$ cat src/rtl/i2c_tgt_pkg.sv
package i2c_tgt_pkg;

  typedef enum logic [2:0] {
    S_IDLE,
    S_ADDR,
    S_ADDR_ACK,
    S_WRITE,
    S_WRITE_ACK,
    S_READ,
    S_READ_ACK,
    S_IGNORE
  } tgt_state_e;

  localparam logic [3:0] ADDR_HI = 4'b1001;
  localparam int unsigned BYTE_W = 8;
  localparam int unsigned PTR_W  = 8;

endpackage

$ cat src/rtl/i2c_tgt_sync.sv
module i2c_tgt_sync #(
  parameter int unsigned STAGES = 2
) (
  input  logic clk_i,
  input  logic rst_ni,
  input  logic line_i,
  output logic level_o,
  output logic prev_o
);

  logic [STAGES-1:0] chain_q;
  logic              prev_q;

  generate
    if (STAGES == 1) begin : g_one
      always_ff @(posedge clk_i or negedge rst_ni) begin
        if (!rst_ni) chain_q <= '1;
        else         chain_q <= line_i;
      end
    end else begin : g_multi
      always_ff @(posedge clk_i or negedge rst_ni) begin
        if (!rst_ni) chain_q <= '1;
        else         chain_q <= {chain_q[STAGES-2:0], line_i};
      end
    end
  endgenerate

  always_ff @(posedge clk_i or negedge rst_ni) begin
    if (!rst_ni) prev_q <= 1'b1;
    else         prev_q <= chain_q[STAGES-1];
  end

  assign level_o = chain_q[STAGES-1];
  assign prev_o  = prev_q;

endmodule

$ cat src/rtl/i2c_tgt_regfile.sv
module i2c_tgt_regfile #(
  parameter int unsigned NUM_REGS = 4,
  parameter int unsigned DATA_W   = 8,
  parameter int unsigned ADDR_W   = 8,
  parameter logic [DATA_W-1:0] RST_BASE = 8'hA0
) (
  input  logic                       clk_i,
  input  logic                       rst_ni,
  input  logic                       we_i,
  input  logic [ADDR_W-1:0]          waddr_i,
  input  logic [DATA_W-1:0]          wdata_i,
  input  logic [ADDR_W-1:0]          raddr_i,
  output logic [DATA_W-1:0]          rdata_o,
  output logic [NUM_REGS*DATA_W-1:0] regs_o
);

  localparam logic [ADDR_W-1:0] TOP_ADDR = ADDR_W'(NUM_REGS);

  logic [DATA_W-1:0] regs_q [NUM_REGS];

  for (genvar i = 0; i < NUM_REGS; i++) begin : g_reg
    always_ff @(posedge clk_i or negedge rst_ni) begin
      if (!rst_ni)                                 regs_q[i] <= DATA_W'(RST_BASE + i);
      else if (we_i && waddr_i == ADDR_W'(i))      regs_q[i] <= wdata_i;
    end
    assign regs_o[i*DATA_W +: DATA_W] = regs_q[i];

    p_write_lands_r5: assert property (@(posedge clk_i) disable iff (!rst_ni)
      (we_i && waddr_i == ADDR_W'(i)) |=> (regs_o[i*DATA_W +: DATA_W] == $past(wdata_i)));
  end

  // unlisted addresses fall through to zero
  always_comb begin
    rdata_o = '0;
    for (int i = 0; i < NUM_REGS; i++) begin
      if (raddr_i == ADDR_W'(i)) rdata_o = regs_q[i];
    end
  end

  p_unimpl_write_dropped_r6: assert property (@(posedge clk_i) disable iff (!rst_ni)
    (we_i && waddr_i >= TOP_ADDR) |=> $stable(regs_o));

  p_unimpl_read_zero_r8: assert property (@(posedge clk_i) disable iff (!rst_ni)
    (raddr_i >= TOP_ADDR) |-> (rdata_o == '0));

endmodule

$ cat src/rtl/i2c_tgt_fsm.sv
module i2c_tgt_fsm
  import i2c_tgt_pkg::*;
(
  input  logic              clk_i,
  input  logic              rst_ni,
  input  logic              scl_i,
  input  logic              scl_prev_i,
  input  logic              sda_i,
  input  logic              sda_prev_i,
  input  logic [1:0]        strap_i,
  input  logic [BYTE_W-1:0] rdata_i,
  output logic [PTR_W-1:0]  ptr_o,
  output logic              we_o,
  output logic [PTR_W-1:0]  waddr_o,
  output logic [BYTE_W-1:0] wdata_o,
  output logic              sda_oe_o
);

  tgt_state_e        st_q;
  logic [2:0]        cnt_q;
  logic [BYTE_W-1:0] sh_q, tx_q, wd_q;
  logic [PTR_W-1:0]  ptr_q, wa_q;
  logic              oe_q, first_q, rw_q, done_q, hack_q, we_q;

  logic       start_det, stop_det, scl_rise, scl_fall;
  logic [6:0] dev_addr;

  assign start_det = scl_i & scl_prev_i & sda_prev_i & ~sda_i;
  assign stop_det  = scl_i & scl_prev_i & ~sda_prev_i & sda_i;
  assign scl_rise  = scl_i & ~scl_prev_i;
  assign scl_fall  = ~scl_i & scl_prev_i;
  assign dev_addr  = {ADDR_HI, strap_i, 1'b0};

  always_ff @(posedge clk_i or negedge rst_ni) begin
    if (!rst_ni) begin
      st_q    <= S_IDLE;
      cnt_q   <= '0;
      sh_q    <= '0;
      tx_q    <= '0;
      wd_q    <= '0;
      wa_q    <= '0;
      ptr_q   <= '0;
      oe_q    <= 1'b0;
      first_q <= 1'b0;
      rw_q    <= 1'b0;
      done_q  <= 1'b0;
      hack_q  <= 1'b0;
      we_q    <= 1'b0;
    end else begin
      we_q <= 1'b0;
      if (stop_det) begin
        st_q   <= S_IDLE;
        oe_q   <= 1'b0;
        done_q <= 1'b0;
      end else if (start_det) begin
        st_q   <= S_ADDR;
        cnt_q  <= '0;
        oe_q   <= 1'b0;
        done_q <= 1'b0;
      end else begin
        unique case (st_q)
          S_ADDR, S_WRITE: begin
            if (scl_rise) begin
              sh_q  <= {sh_q[BYTE_W-2:0], sda_i};
              cnt_q <= cnt_q + 3'd1;
              if (cnt_q == 3'd7) done_q <= 1'b1;
            end else if (scl_fall && done_q) begin
              done_q <= 1'b0;
              if (st_q == S_ADDR) begin
                if (sh_q[7:1] == dev_addr) begin
                  oe_q <= 1'b1;
                  rw_q <= sh_q[0];
                  st_q <= S_ADDR_ACK;
                end else begin
                  st_q <= S_IGNORE;
                end
              end else begin
                oe_q <= 1'b1;
                st_q <= S_WRITE_ACK;
                if (first_q) begin
                  ptr_q   <= sh_q;
                  first_q <= 1'b0;
                end else begin
                  we_q  <= 1'b1;
                  wa_q  <= ptr_q;
                  wd_q  <= sh_q;
                  ptr_q <= ptr_q + 1'b1;
                end
              end
            end
          end
          S_ADDR_ACK: begin
            if (scl_fall) begin
              cnt_q <= '0;
              if (rw_q) begin
                st_q <= S_READ;
                tx_q <= {rdata_i[BYTE_W-2:0], 1'b0};
                oe_q <= ~rdata_i[BYTE_W-1];
              end else begin
                st_q    <= S_WRITE;
                oe_q    <= 1'b0;
                first_q <= 1'b1;
              end
            end
          end
          S_WRITE_ACK: begin
            if (scl_fall) begin
              oe_q  <= 1'b0;
              cnt_q <= '0;
              st_q  <= S_WRITE;
            end
          end
          S_READ: begin
            if (scl_rise) begin
              cnt_q <= cnt_q + 3'd1;
              if (cnt_q == 3'd7) done_q <= 1'b1;
            end else if (scl_fall) begin
              if (done_q) begin
                done_q <= 1'b0;
                oe_q   <= 1'b0;
                ptr_q  <= ptr_q + 1'b1;
                st_q   <= S_READ_ACK;
              end else begin
                oe_q <= ~tx_q[BYTE_W-1];
                tx_q <= {tx_q[BYTE_W-2:0], 1'b0};
              end
            end
          end
          S_READ_ACK: begin
            if (scl_rise) begin
              hack_q <= ~sda_i;
            end else if (scl_fall) begin
              if (hack_q) begin
                st_q  <= S_READ;
                cnt_q <= '0;
                tx_q  <= {rdata_i[BYTE_W-2:0], 1'b0};
                oe_q  <= ~rdata_i[BYTE_W-1];
              end else begin
                st_q <= S_IGNORE;
              end
            end
          end
          default: ;
        endcase
      end
    end
  end

  assign ptr_o    = ptr_q;
  assign we_o     = we_q;
  assign waddr_o  = wa_q;
  assign wdata_o  = wd_q;
  assign sda_oe_o = oe_q;

  p_drive_steady_high_r10: assert property (@(posedge clk_i) disable iff (!rst_ni)
    (scl_i && scl_prev_i) |-> $stable(oe_q));

  p_stop_to_idle_r11: assert property (@(posedge clk_i) disable iff (!rst_ni)
    stop_det |=> (st_q == S_IDLE && !oe_q));

  p_start_to_addr_r2: assert property (@(posedge clk_i) disable iff (!rst_ni)
    start_det |=> (st_q == S_ADDR && cnt_q == 3'd0));

  p_ignore_quiet_r4: assert property (@(posedge clk_i) disable iff (!rst_ni)
    (st_q == S_IGNORE) |-> !oe_q);

  p_host_ack_released_r7: assert property (@(posedge clk_i) disable iff (!rst_ni)
    (st_q == S_READ_ACK) |-> !oe_q);

endmodule

$ cat src/rtl/i2c_tgt_regs.sv
module i2c_tgt_regs #(
  parameter int unsigned NUM_REGS    = 4,
  parameter int unsigned SYNC_STAGES = 2,
  parameter logic [7:0]  RST_BASE    = 8'hA0
) (
  input  logic                  clk_i,
  input  logic                  rst_ni,
  input  logic                  scl_i,
  input  logic                  sda_i,
  input  logic [1:0]            strap_i,
  output logic                  sda_oe_o,
  output logic [NUM_REGS*8-1:0] cfg_o
);
  import i2c_tgt_pkg::*;

  logic scl_lvl, scl_prv, sda_lvl, sda_prv;
  logic we;
  logic [PTR_W-1:0]  ptr, waddr;
  logic [BYTE_W-1:0] wdata, rdata;

  i2c_tgt_sync #(.STAGES(SYNC_STAGES)) u_scl_sync (
    .clk_i(clk_i), .rst_ni(rst_ni), .line_i(scl_i), .level_o(scl_lvl), .prev_o(scl_prv)
  );

  i2c_tgt_sync #(.STAGES(SYNC_STAGES)) u_sda_sync (
    .clk_i(clk_i), .rst_ni(rst_ni), .line_i(sda_i), .level_o(sda_lvl), .prev_o(sda_prv)
  );

  i2c_tgt_fsm u_fsm (
    .clk_i(clk_i), .rst_ni(rst_ni),
    .scl_i(scl_lvl), .scl_prev_i(scl_prv),
    .sda_i(sda_lvl), .sda_prev_i(sda_prv),
    .strap_i(strap_i), .rdata_i(rdata),
    .ptr_o(ptr), .we_o(we), .waddr_o(waddr), .wdata_o(wdata),
    .sda_oe_o(sda_oe_o)
  );

  i2c_tgt_regfile #(
    .NUM_REGS(NUM_REGS), .DATA_W(BYTE_W), .ADDR_W(PTR_W), .RST_BASE(RST_BASE)
  ) u_regs (
    .clk_i(clk_i), .rst_ni(rst_ni),
    .we_i(we), .waddr_i(waddr), .wdata_i(wdata),
    .raddr_i(ptr), .rdata_o(rdata), .regs_o(cfg_o)
  );

endmodule

$ cat config.mk
export PLATFORM = sky130hd
export DESIGN_NAME = i2c_tgt_regs
export DESIGN_NICKNAME = d
export VERILOG_FILES = /design/src/rtl/i2c_tgt_pkg.sv /design/src/rtl/i2c_tgt_sync.sv /design/src/rtl/i2c_tgt_regfile.sv /design/src/rtl/i2c_tgt_fsm.sv /design/src/rtl/i2c_tgt_regs.sv
export SDC_FILE = /design/constraint.sdc
export NUM_CORES = 1
export LEC_CHECK = 0
export BUFFER_PORTS_ARGS = -buffer_cell sky130_fd_sc_hd__buf_2
export CORE_MARGIN = 5
export CORE_UTILIZATION = 35
export CTS_BUF_LIST = sky130_fd_sc_hd__clkbuf_2 sky130_fd_sc_hd__clkbuf_4 sky130_fd_sc_hd__clkbuf_8
export DETAILED_ROUTE_END_ITERATION = 8
export PLACE_DENSITY = 0.64
export SETUP_SLACK_MARGIN = 0.5
export SLEW_MARGIN = 40
export SYNTH_ARGS = -nofsm -noshare
export SYNTH_HDL_FRONTEND = slang
export SYNTH_SLANG_ARGS = --single-unit
$ cat constraint.sdc
create_clock -name clk_i -period 2 [get_ports clk_i]
set_clock_uncertainty 0.2 [all_clocks]
set_input_delay 0.1 -clock clk_i [delete_from_list [all_inputs] [get_ports clk_i]]
set_output_delay 0.1 -clock clk_i [all_outputs]
set_load 0.05 [all_outputs]
# [Word-level counts from Yosys, hierarchy flattened]
# Index checks and enable logic that the tools add are counted.
[totals] out_inout_bits=33 register_bits=90 word_cells=193
[op_classes] eq_ne=45 reduce_logical=27 add_sub_neg=2 muxes=80 bitwise=18
[ops] op="2-to-1 mux 8 bit" n=19
[ops] op="2-to-1 mux 3 bit" n=20
[ops] op="2-to-1 mux 1 bit" n=33
[ops] op="equality test 8 x 2 -> 1 bit, second input constant" n=4
[ops] op="inequality test 4 x 1 -> 1 bit, second input constant" n=7
[ops] op="one-hot mux 8 bit (3 select lines)" n=1
[ops] op="AND reduction 11 bit" n=2
[ops] op="AND reduction 7 bit" n=3
[ops] op="equality test 8 x 1 -> 1 bit, second input constant" n=2
[ops] op="logical NOT 8 bit" n=2
[ops] op="one-hot mux 8 bit (2 select lines)" n=1
[ops] op="one-hot mux 3 bit (5 select lines)" n=1
[ops] op="inequality test 2 x 1 -> 1 bit, second input constant" n=7
[ops] op="equality test 3 bit, second input constant" n=4
[ops] op="inequality test 2 bit, second input constant" n=6
[ops] op="inequality test 3 x 1 -> 1 bit, second input constant" n=4
[ops] op="inequality test 4 x 2 -> 1 bit, second input constant" n=3
[ops] op="inverter 1 bit" n=11
[ops] op="inequality test 5 x 1 -> 1 bit, second input constant" n=2
[ops] op="AND reduction 10 bit" n=1
[ops] op="one-hot mux 3 bit (3 select lines)" n=1
[ops] op="AND reduction 9 bit" n=1
[ops] op="adder 8 x 1 -> 8 bit, second input constant" n=1
[ops] op="AND reduction 4 bit" n=2
[ops] op="other kinds (19)" n=34

# [Depth between registers and ports, before layout]
[logic_depth] word_depth=12 mapped_depth=8

# [Hierarchy]
# From an unflattened synthesis, not the netlist that was laid out.
[hier_totals] hier_cells=348 hier_area_um2=4403.0
[by_module_without_submodules] mod="i2c_tgt_fsm" cells_per_inst=250 area_per_inst_um2=2716.4 n_inst=1 seq_area_each_um2=1276.2
[by_module_without_submodules] mod="i2c_tgt_regfile" cells_per_inst=92 area_per_inst_um2=1529.0 n_inst=1 seq_area_each_um2=815.8
[by_module_without_submodules] mod="i2c_tgt_sync" cells_per_inst=3 area_per_inst_um2=78.8 n_inst=2 seq_area_each_um2=78.8

# [Worst setup path before layout]
# Ideal clock, no wire load.
[synth_timing] path_kind="reg-to-reg" start="register u_fsm.ptr_q[0], in the netlist u_fsm.ptr_o[0]" end="register u_fsm.tx_q[6]" setup_ns=0.125 required_ns=1.675 arrival_time_ns=1.902 path_stages_with_launch=9 setup_slack_ns=-0.226 synth_period_minus_slack_ns=2.226 cell_sequence="dfrtp_1 > inv_1 > ha_1 > clkbuf_1 > or2_2 > clkbuf_1 > a211oi_1 > o31ai_1 > mux2_2"
[synth_via] elab_chain_cells=9 word_cells_on_any_way=14 cone_classes="eq/ne (3); mux (10); reduce/logical (1)"
[synth_rtl] item="start: declaration" line="i2c_tgt_fsm.sv:22" text="logic [PTR_W-1:0] ptr_q, wa_q;"
[synth_rtl] item="start signal: assignment" line="i2c_tgt_fsm.sv:81" text="ptr_q <= sh_q;"
[synth_rtl] item="start signal: assignment" line="i2c_tgt_fsm.sv:87" text="ptr_q <= ptr_q + 1'b1;"
[synth_rtl] item="start signal: assignment" line="i2c_tgt_fsm.sv:121" text="ptr_q <= ptr_q + 1'b1;"
[synth_rtl] item="logical NOT 8 bit" line="i2c_tgt_regfile.sv:36" text="if (raddr_i == ADDR_W'(i)) rdata_o = regs_q[i];"
[synth_rtl] item="2-to-1 mux 8 bit (3 in series)" line="i2c_tgt_regfile.sv:36"
[synth_rtl] item="2-to-1 mux 8 bit (*)" line="i2c_tgt_regfile.sv:36"
[synth_rtl] item="2-to-1 mux 8 bit" line="i2c_tgt_fsm.sv:133" text="if (hack_q) begin"
[synth_rtl] item="2-to-1 mux 8 bit" line="i2c_tgt_fsm.sv:132" text="end else if (scl_fall) begin"
[synth_rtl] item="2-to-1 mux 8 bit" line="i2c_tgt_fsm.sv:130" text="if (scl_rise) begin"
[synth_rtl] item="one-hot mux 8 bit (3 select lines) (*)" line="i2c_tgt_fsm.sv:61" text="unique case (st_q)"
[synth_rtl] item="end signal: assignment" line="i2c_tgt_fsm.sv:97" text="tx_q <= {rdata_i[BYTE_W-2:0], 1'b0};"
[synth_rtl] item="end signal: assignment" line="i2c_tgt_fsm.sv:125" text="tx_q <= {tx_q[BYTE_W-2:0], 1'b0};"
[synth_rtl] item="end signal: assignment" line="i2c_tgt_fsm.sv:136" text="tx_q <= {rdata_i[BYTE_W-2:0], 1'b0};"
[synth_rtl] item="end: declaration" line="i2c_tgt_fsm.sv:21" text="logic [BYTE_W-1:0] sh_q, tx_q, wd_q;"
# Mark *: on every way between the ends. The rest lies on a longest branch, timed or not. The select of a mux whose other input is x is not followed.
# A chain may end at the register's enable or synchronous reset.

# [Worst setup path after layout]
[layout_timing] start="register u_fsm.wa_q[4], in the netlist u_fsm.waddr_o[4]" end="register u_regs.regs_q (netlist bit u_regs.regs_o[4])"
[layout_via] elab_chain_cells=2
[layout_rtl] item="start: declaration" line="i2c_tgt_fsm.sv:22"
[layout_rtl] item="start signal: assignment" line="i2c_tgt_fsm.sv:85" text="wa_q <= ptr_q;"
[layout_rtl] item="logical NOT 8 bit" line="i2c_tgt_regfile.sv:24" text="else if (we_i && waddr_i == ADDR_W'(i)) regs_q[i] <= wdata_i;"
[layout_rtl] item="logical AND 1 bit" line="i2c_tgt_regfile.sv:24"
[layout_rtl] item="end signal: indexed assignment" line="i2c_tgt_regfile.sv:23" text="if (!rst_ni) regs_q[i] <= DATA_W'(RST_BASE + i);"
[layout_rtl] item="end signal: indexed assignment" line="i2c_tgt_regfile.sv:24"
[layout_rtl] item="end: declaration" line="i2c_tgt_regfile.sv:19" text="logic [DATA_W-1:0] regs_q [NUM_REGS];"
# No other way between the ends.

==> results by stage <==
Clock tree:
- The level count of the clock H-tree is 3.
- The buffer cell driving the clock tree root is sky130_fd_sc_hd__clkbuf_8.
- For the worst-skew pair, the clock arrives at the later sink with an insertion delay of 0.38 ns.
- Counting the buffers created by CTS gives 9.
- The maximum count of clock buffers along a single path is 2.
- The TritonCTS clock tree is yes.
- Clock tree synthesis found a total of 89 sinks.
- Clock-pin slew was measured on the worst setup and hold paths at 0.10 ns.

Global route:
- Entering global routing, the biggest net connects 42 pins.
- The first global-routing pass estimated 19.7 mm of wire.
- The number of global-route vias before repair is 3619.
- For this run the aggregate overflow at the end of global routing stands at 0.
- The total routing resource utilization after global routing is 0.173.
- The initial antenna violation count is 0.

Power and ir drop:
- Of the total power, registers draw 0.370.
- Of the total power, combinational logic draws 0.356.
- The share of total power dissipated in the clock network is 0.274.
- In this run the power density over the cells is 886 mW/mm^2.
- Internal power comes to 3810 uW.
- In this run the power spent charging and discharging nets is 1930 uW.
- In this run the static leakage power is 0.00302 uW.
- The peak supply drop is 539 uV.
- Of the total power, the share spent switching nets is 0.336.
- The post-layout total power is 5740 uW.

Critical path:
- The kind of cell adding the most delay to the critical path is simple AND/OR/NAND/NOR gates.
- The timing endpoint of the critical path is u_regs.regs_o[4]$_DFFE_PN0P_.
- The launching point of the worst reg2reg path is u_fsm.waddr_o[4]$_DFFE_PN0P_.
- The data arrival time of the worst path is 2.22 ns.
- The largest single stage delay on the critical path is 0.54 ns.
- Tracing the worst setup path back leads to its startpoint at u_fsm.waddr_o[4]$_DFFE_PN0P_.
- The cell count along the critical path is 5.
- The signal on the critical path passes through or4b_4 > nor4_4 > nor3b_4 > buf_12 > mux2_2.
- The category of the worst setup path launch point is a flip-flop.
- In this run the register-to-register setup slack is -0.15 ns.
- The worst reg2reg path endpoint is u_regs.regs_o[4]$_DFFE_PN0P_.
- The maximum net fanout on the critical path is 8.
- The worst setup path is captured at a flip-flop.
- The slowest stage of the critical path belongs to the cell sky130_fd_sc_hd__or4b_4.
- The number of buffer and inverter instances along the worst setup path is 1.
- The length in cells of the worst reg-to-reg path is 5.
- Data on the critical path is required at its endpoint by 2.08 ns.
- The critical path class is reg2reg.

Layout:
- The number of nets in the final layout is 521.
- The number of antenna diodes in the final layout is 0.
- Once layout is complete, the cells apart from fillers number 661.
- The synthesis-to-finish area growth is 51.3%.
- The filler cells instantiated in the layout total 980.
- Leaving out fill and tap cells, the most frequent cell in the layout is sky130_fd_sc_hd__buf_4.
- In the layout the commonest cells are sky130_fd_sc_hd__buf_4, sky130_fd_sc_hd__dfrtp_1, sky130_fd_sc_hd__mux2_2, sky130_fd_sc_hd__mux2_4, sky130_fd_sc_hd__buf_6.
- The share of layout cells above drive strength 1 is 0.607.

Placed design:
- Buffers placed on the I/O ports in this run total 38.
- The routability congestion estimate from global placement is 0.889.
- Prior to clock tree synthesis, the placed netlist has a worst setup slack of -0.126 ns.
- Including well taps, the total number of placed cells is 603.
- The HPWL reported at the end of detailed placement is 7.88 mm.

Drt:
- The count of nets left with antenna violations once routing finished came out at 0.
- The final route contains 3565 vias.
- In the final routed layout, each cell accounts on average for 18.7 um.
- For this block, the initial DRC count from the detailed router was 469.
- In the routed design, unresolved DRC markers number 0.
- The number of iterations in the first detailed-routing pass is 5.
- The total wirelength of the detailed-routed design is 12.4 mm.
- The average via count per standard cell is 5.39.

Job:
- The total of max-cap violations is 0.

Logic synthesis:
- Each instance of the synthesized netlist takes up on average 11.2 um^2.
- The net count after synthesis is 394.
- The synthesized design contains 89 register bits.
- The share of the Yosys chip area taken by registers is 0.525.
- The post-synthesis cell type with the largest combined area is sky130_fd_sc_hd__dfrtp_1.
- Yosys mapped a number of flops with a built-in enable equal to 0.
- Of the post-synthesis cell area, the dominant cell type holds 0.415.
- The summed instance area of the synthesized netlist is 0.00428 mm^2.
- The Yosys step of the flow raised 0 warnings.
- Among all flip-flop cells after synthesis, the most frequent one is sky130_fd_sc_hd__dfrtp_1.
- Yosys attributes the largest share of cell area to sky130_fd_sc_hd__dfrtp_1, sky130_fd_sc_hd__mux2_2, sky130_fd_sc_hd__dfstp_2.
- The count of cell types in the netlist is 48.
- Counting flops with an async set or reset pin after synthesis yields a share of 1.00.
- Synthesis produced a netlist whose cell count is 382.

Timing:
- After layout, the worst setup slack is -0.149 ns.
- The final number of setup-violating endpoints is 50.
- The number of slew-limit violations in the final report is 0.
- The post-route fraction of the period consumed by the critical path is 1.07.
- The final-report hold violation count is 0.
- Setup repair after global routing could not meet its margin everywhere.
- The worst pin sits at a relative slew slack of 0.659.
- The highest attainable clock frequency is 465 MHz.
- The setup total negative slack is -3.66 ns.
- For the pin with the worst max-slew slack, the measured transition is 0.512 ns.
- For the finished layout, the period the worst path requires is 2.15 ns.

Floorplanning:
- The core region is 0.0120 mm^2.
- For this configuration, the core starts out at a cell density of 0.356.
- During I/O placement, the number of pins put on the boundary was 39.
- The y dimension of the die is 121 um.
- The full die area is 0.0145 mm^2.
- The width of the die is 121 um.
- Row generation in the floorplan step produced 40 rows.

Run status:
- The checks that failed: setup timing.
- The run finished, with violations left.

Hold path:
- The worst min-delay path category is in2async.
-- power by group through the flow --
stage          Combinational (uW)  Clock [uW]  Sequential (uW)
2_1_floorplan                 985           0             2150
3_3_place_gp                 1490           0             2120
3_5_place_dp                 1510           0             2130
4_1_cts                      1860        1600             2110
5_1_grt                      2200        1670             2140
6_report                     2040        1570             2120
-- cell type report --
type,count,area [um^2],area share
inverter,19,71.3,0.0110
multi-input combinational,257,2540,0.392
tap,147,184,0.0284
clock inverter,7,126,0.0195
sequential,89,2260,0.348
clock buffer,9,124,0.0191
timing repair buffer,133,1170,0.181
-- Yosys cell counts, drive strengths merged (3+ instances only) --
master   count
a211oi       8
a21oi       31
a2bb2oi      4
buf          3
clkbuf      14
dfrtp       71
dfstp       18
ha           6
inv         19
mux2        65
mux2i        4
nand2       31
nand3       11
nand3b       3
nand4        3
nor2        27
nor2b        6
nor3         4
o21ai        7
o22ai        5
o31ai        8
xnor2        3
-- registers in the layout, indices dropped and copies added, names as in the netlist --
register            flops
u_regs.regs_o          32
u_fsm.tx_q              7
u_fsm.we_o              1
u_fsm.waddr_o           8
u_fsm.first_q           1
u_fsm.ptr_o             8
u_fsm.rw_q              1
u_scl_sync.prev_o       1
u_fsm.sh_q              8
u_sda_sync.prev_o       1
u_scl_sync.chain_q      2
u_fsm.sda_oe_o          1
u_sda_sync.chain_q      2
u_fsm.done_q            1
u_fsm.wdata_o           8
u_fsm.hack_q            1
u_fsm.cnt_q             3
u_fsm.st_q              3
-- cell families after synthesis --
family,share of synthesized area
simple gates,0.117
flops,0.525
compound gates,0.120
mux,0.180
buf+inv,0.0324
fa+ha+maj,0.0175
xor+xnor,0.00818
-- stage by stage --
step | util | instance area (um^2) | hold slack [ns]
after floorplan | - | 4620 | -0.396
after global placement | 0.441 | 5300 | -0.0928
after detailed placement | 0.441 | 5300 | -0.0931
after CTS | 0.520 | 6250 | 0.0257
after global routing | 0.539 | 6480 | 0.0511
final | 0.539 | 6480 | 0.0109
-- per-layer routing --
| layer | GRT usage | vias up | wire [um] |
|---|---|---|---|
| met5 | 0 | - | 0 |
| met4 | 0.0602 | 0 | 367 |
| met3 | 0.0468 | 27 | 698 |
| met2 | 0.279 | 140 | 6130 |
| met1 | 0.224 | 1778 | 5160 |
| li1 | - | 1620 | - |
-- timing repair --
item,in CTS,in global routing
endpoints found under the setup margin,94,83
resized for setup,107,27
hold endpoints to repair,83,0
hold buffers,3,0
buffers inserted,21,16
cloned,2,0
pin swaps,25,19
-- how the worst min path moves through the flow --
stage / endpoint / depth (start not counted) / slack [ns]
floorplan: u_fsm.cnt_q[0]$_DFFE_PN0P_ / 0 / -0.40
global placement: u_fsm.tx_q[2]$_DFFE_PN0P_ / 1 / -0.09
detailed placement: u_fsm.tx_q[2]$_DFFE_PN0P_ / 1 / -0.09
CTS: u_fsm.tx_q[2]$_DFFE_PN0P_ / 2 / 0.03
global route: u_fsm.tx_q[5]$_DFFE_PN0P_ / 2 / 0.05
finish: u_fsm.tx_q[2]$_DFFE_PN0P_ / 2 / 0.01
No activity file was read; power rests on OpenSTA's default activity.
